===== config.mk =====
export PLATFORM = sky130hd
export DESIGN_NAME = dtcrc_datapath
export DESIGN_NICKNAME = d
export VERILOG_FILES = /design/src/rtl/dtcrc_pkg.sv /design/src/rtl/dtcrc_step.sv /design/src/rtl/dtcrc_datapath.sv
export SDC_FILE = /design/constraint.sdc
export NUM_CORES = 1
export LEC_CHECK = 0
export ABC_AREA = 1
export BUFFER_PORTS_ARGS = -buffer_cell sky130_fd_sc_hd__buf_2
export CAP_MARGIN = 15
export CORE_ASPECT_RATIO = 1.75
export CORE_UTILIZATION = 40
export DETAILED_ROUTE_END_ITERATION = 7
export MAX_ROUTING_LAYER = met4
export SLEW_MARGIN = 20
export SYNTH_ARGS = -nofsm -noshare
export SYNTH_HDL_FRONTEND = slang
export SYNTH_SLANG_ARGS = --single-unit

===== constraint.sdc =====
create_clock -name clk -period 3.7 [get_ports clk]
set_input_delay 0.185 -clock clk [delete_from_list [all_inputs] [get_ports clk]]
set_output_delay 0.185 -clock clk [all_outputs]
set_load 0.02 [all_outputs]

===== src/rtl/dtcrc_pkg.sv =====
package dtcrc_pkg;
   typedef enum logic [1:0] {
      RG_CTRL  = 2'd0,
      RG_DATA  = 2'd1,
      RG_ISTAT = 2'd2,
      RG_NONE  = 2'd3
   } region_e;

   typedef enum logic [1:0] {
      VW_ACC  = 2'd0,
      VW_RX   = 2'd1,
      VW_IN   = 2'd2,
      VW_SEED = 2'd3
   } view_e;

   localparam int CB_FLAG  = 7;
   localparam int CB_AUTO  = 5;
   localparam int CB_TSEED = 4;
   localparam int CB_TCHK  = 3;
   localparam int CB_TADD  = 2;
   localparam int CTRL_W   = 8;
endpackage


===== src/rtl/dtcrc_step.sv =====
module dtcrc_step #(
   parameter int          CW   = 32,
   parameter int          DW   = 32,
   parameter logic [CW-1:0] POLY = 32'h04C1_1DB7
) (
   input  logic [CW-1:0] c_in,
   input  logic [DW-1:0] d_in,
   output logic [CW-1:0] c_out
);
   always_comb begin
      logic [CW-1:0] c;
      c = c_in;
      for (int i = DW - 1; i >= 0; i--) begin
         if (c[CW-1] ^ d_in[i]) c = {c[CW-2:0], 1'b0} ^ POLY;
         else                   c = {c[CW-2:0], 1'b0};
      end
      c_out = c;
   end
endmodule


===== src/rtl/dtcrc_datapath.sv =====
module dtcrc_datapath
   import dtcrc_pkg::*;
#(
   parameter int            CW   = 32,
   parameter logic [CW-1:0] POLY = 32'h04C1_1DB7,
   parameter logic [CW-1:0] SEED = 32'hFFFF_FFFF
) (
   input  logic          clk,
   input  logic          rst_n,
   input  logic          in_valid,
   input  logic [CW-1:0] in_word,
   input  logic          chk_evt,
   input  logic [CW-1:0] seq_crc_word,
   input  logic          t_chk,
   input  logic          reseed_req,
   input  logic          t_add,
   input  logic          data_wr,
   input  logic [CW-1:0] data_wdata,
   input  logic          auto_en,
   input  view_e         dsel,
   output logic [CW-1:0] acc_q,
   output logic [CW-1:0] view_rd,
   output logic          err_set
);
   logic [CW-1:0] in_q, rx_q, fold_d, acc_nx, cmp_word;
   logic          auto_pend, any_chk;

   assign fold_d   = in_valid ? in_word : in_q;
   assign cmp_word = chk_evt ? seq_crc_word : rx_q;
   assign any_chk  = chk_evt | t_chk;
   assign err_set  = any_chk & (acc_q != cmp_word);

   dtcrc_step #(.CW(CW), .DW(CW), .POLY(POLY)) u_step (
      .c_in  (acc_q),
      .d_in  (fold_d),
      .c_out (acc_nx)
   );

   always_ff @(posedge clk or negedge rst_n) begin
      if (!rst_n) begin
         acc_q     <= SEED;
         in_q      <= '0;
         rx_q      <= '0;
         auto_pend <= 1'b0;
      end else begin
         auto_pend <= any_chk & auto_en;
         if (reseed_req || auto_pend)  acc_q <= SEED;
         else if (in_valid || t_add)   acc_q <= acc_nx;
         if (in_valid)     in_q <= in_word;
         else if (data_wr) in_q <= data_wdata;
         if (chk_evt) rx_q <= seq_crc_word;
      end
   end

   always_comb begin
      unique case (dsel)
         VW_ACC:  view_rd = acc_q;
         VW_RX:   view_rd = rx_q;
         VW_IN:   view_rd = in_q;
         default: view_rd = SEED;
      endcase
   end
endmodule


==> summary.md <==
| Metric | Value |
|---|---|
| Share of layout cells above drive strength 1 | `25.77%` |
| 1st-iter DRT viols | `838` |
| Initial antenna violation count | `0` |
| Asr flop ratio synth | `100.0%` |
| Syn nets | `1803` |
| Die ar. | `26670 um^2` |
| HP Start | `auto_en` |
| Pre-antenna DRT Iters | `5` |
| Seq/Total Area, Yosys | `23.73%` |
| Vias in the first global route | `11.20k` |
| Post-synth cell types | `40` |
| Met2 Usage GRT | `60.43%` |
| Fin crit share | `94.16%` |
| Max Clock Freq | `287.0 MHz` |
| Total gr overflow | `0` |
| WP data arrival | `3790 ps` |
| DR vias/cell | `5.246` |
| Clock Tree Root | `clkbuf_16` |
| CTS tree | `yes` |
| Mapped Cells | `1696` |
| CTS Buffer Depth | `2` |
| Util after Layout | `49.08%` |
| Yosys warning count | `0` |
| N_diodes | `0` |
| H-tree Lvls | `3` |
| Max stage delay on crit path | `600 ps` |
| Worst setup path class | `reg2reg` |
| Crit end category | `flop` |
| Startpoint types | `flop` |
| Hold path endpoint | `auto_pend` |
| Max cap viols | `0` |
| CP Max Fanout | `9` |
| Met1 GRT Util | `37.17%` |
| # rows | `77` |
| Initial core utilization | `40.88%` |
| Die width | `123.9 um` |
| Area grow syn2layout | `20.05%` |
| Hold path cells | `3` |
| Layer with the highest usage | `met2` |
| Vias post-DR | `11.72k` |
| Routed len/inst | `20.57 um` |
| Most used cell, CP | `nand2_1` |
| Final Max Slew Viols | `0` |
| Final hold violation count | `0` |
| Top cell type's share of synthesized area | `25.16%` |
| Mapped cell area | `10400 um^2` |
| Number of synthesized flops with an enable pin | `0` |
| Average size of a mapped cell | `6.131 um^2` |
| Synth top area cells | `nand2_1 (25%), dfrtp_1 (16%), nand3_1 (12%), dfstp_2 (8.1%), xor2_1 (7.5%)` |
| Met3 usage | `2.946%` |
| First-pass GRT wire length | `66.72 mm` |
| Synth area leader | `nand2_1` |
| WL final | `45.94 mm` |
| Sink Count | `97` |
| Most frequent cell after synthesis | `nand2_1` |
| #FFs+latches synth | `97` |
| Final net count | `2019` |
| Drt drc | `0` |
| Register clock-pin slew on the reported worst setup and hold paths | `80 ps` |
| CP required | `4010 ps` |
| Routability congestion estimate | `0.9896` |
| Slowest cell on crit path | `dfstp_2` |
| RR Startpoint | `acc_q[31]` |
| Final setup viols | `0` |
| Die Ht | `215.3 um` |
| Largest net degree at the start of global routing | `51` |
| Post-synth top cells | `nand2_1 (697), nand3_1 (248), inv_1 (153)` |
| Clk_lat worst skew | `370 ps` |
| FF-to-FF path depth | `26` |
| Status | `complete, no violations` |
| Detail Route Antenna Nets | `0` |
| Slew headroom | `37.12%` |
| Worst slew pin tran | `942.2 ps` |
| Placed insts | `2191` |
| Tmin final | `3484 ps` |
| CTS Buf Count | `9` |
| Core area | `25430 um^2` |
| Finished Layout Cells | `2233` |
| Hold Crit Class | `in2reg` |
| Primary FF master, synth | `dfrtp_1` |
| RR Endpoint | `acc_q[17]` |
| Clock skew | `11.58 ps` |
| DPL Wire Length | `37.98 mm` |
| Gr usage total | `35.70%` |
| PortBufs | `171` |
| R2r setup slk | `220 ps` |
| IO Pins | `172` |
## critical path: cells and delay by family, from the launching register on
kind	cells	cell delay (ps)
xor gates and xnor gates	1	190
buffers and inverters	4	350
DFF	1	600
and+or+nand+nor	21	2280
## sequential cells by signal, indices dropped and copies added (netlist names)
name / cells
acc_q: 32
in_q: 32
rx_q: 32
auto_pend: 1
## placed cells by master (no fill, tap or decap), types with 3 or more instances in the layout
cell type  instances
o22ai_1            6
xnor2_1           21
xor2_2            12
nand3_1          246
inv_4              3
clkbuf_16         10
buf_4             75
nand4_1            5
nor2_2             4
inv_2             20
a21oi_1            7
nor2_4             3
o211ai_1          34
nor2_1            27
or2_2              5
inv_1            153
xor2_1            84
nand2_1          686
nand3_2           16
o21ai_2            3
buf_2            170
nand3b_1           9
nand2_2           97
nand2_4           36
nor4_1             4
dfstp_2           32
o21ai_1            8
dfrtp_1           65
o21ai_0           55
## repair_timing
action                                 4_1_cts  5_1_grt
hold buffers                                 1        0
setup endpoints to repair                    1       29
pin swaps                                    1        7
resized for setup                            1       30
endpoints found under the hold margin       41        0
buffers inserted                             2       23
## how the worst max path moves through the flow
stage          startpoint         to  depth (start not counted)  slack (ps)
6_report        acc_q[31]  acc_q[17]                         26         220
5_1_grt         acc_q[29]  acc_q[24]                         24         -40
4_1_cts         acc_q[27]  acc_q[17]                         25          20
3_5_place_dp     in_valid   acc_q[5]                         27         -20
3_3_place_gp     in_valid   acc_q[5]                         29         -10
2_1_floorplan   acc_q[31]   acc_q[5]                         27         810
## area by class of cell
class | count | area, um^2
clock buffers | 11 | 254.0
clock inverters | 5 | 67.56
fillers | 2746 | 12950
inverters | 177 | 674.4
multi-input cells | 1380 | 7181
flip-flops and latches | 97 | 2467
well taps | 316 | 395.4
repair buffers | 247 | 1444
## kinds of logic (layout without fill, tap and decap cells)
family	after synthesis	in the layout	synth area share, %
flops	97	97	23.73
buf+inv	219	440	8.531
compound gates	118	118	6.774
simple gates	1144	1144	50.45
xor+xnor	118	118	10.52
## per-layer routing
layer  routed length [um]  vias up
met5                    0        -
met1                16910     5394
li1                     -     5785
met3                 1923      123
met4                 4124        0
met2                22980      413
## stage by stage
stage	hold WS (ps)	setup TNS, ps	setup slack (ps)	instance area, um^2
2_1_floorplan	-110.6	0	810.0	10400
3_3_place_gp	269.6	-22.09	-14.31	11820
3_5_place_dp	264.9	-37.21	-21.13	11820
4_1_cts	27.28	0	23.51	12180
5_1_grt	56.80	-51.01	-37.84	12480
6_report	31.48	0	216.2	12480
Power is not shown: default switching activity piles up to over one toggle a cycle in this logic, so the estimate is an artifact.
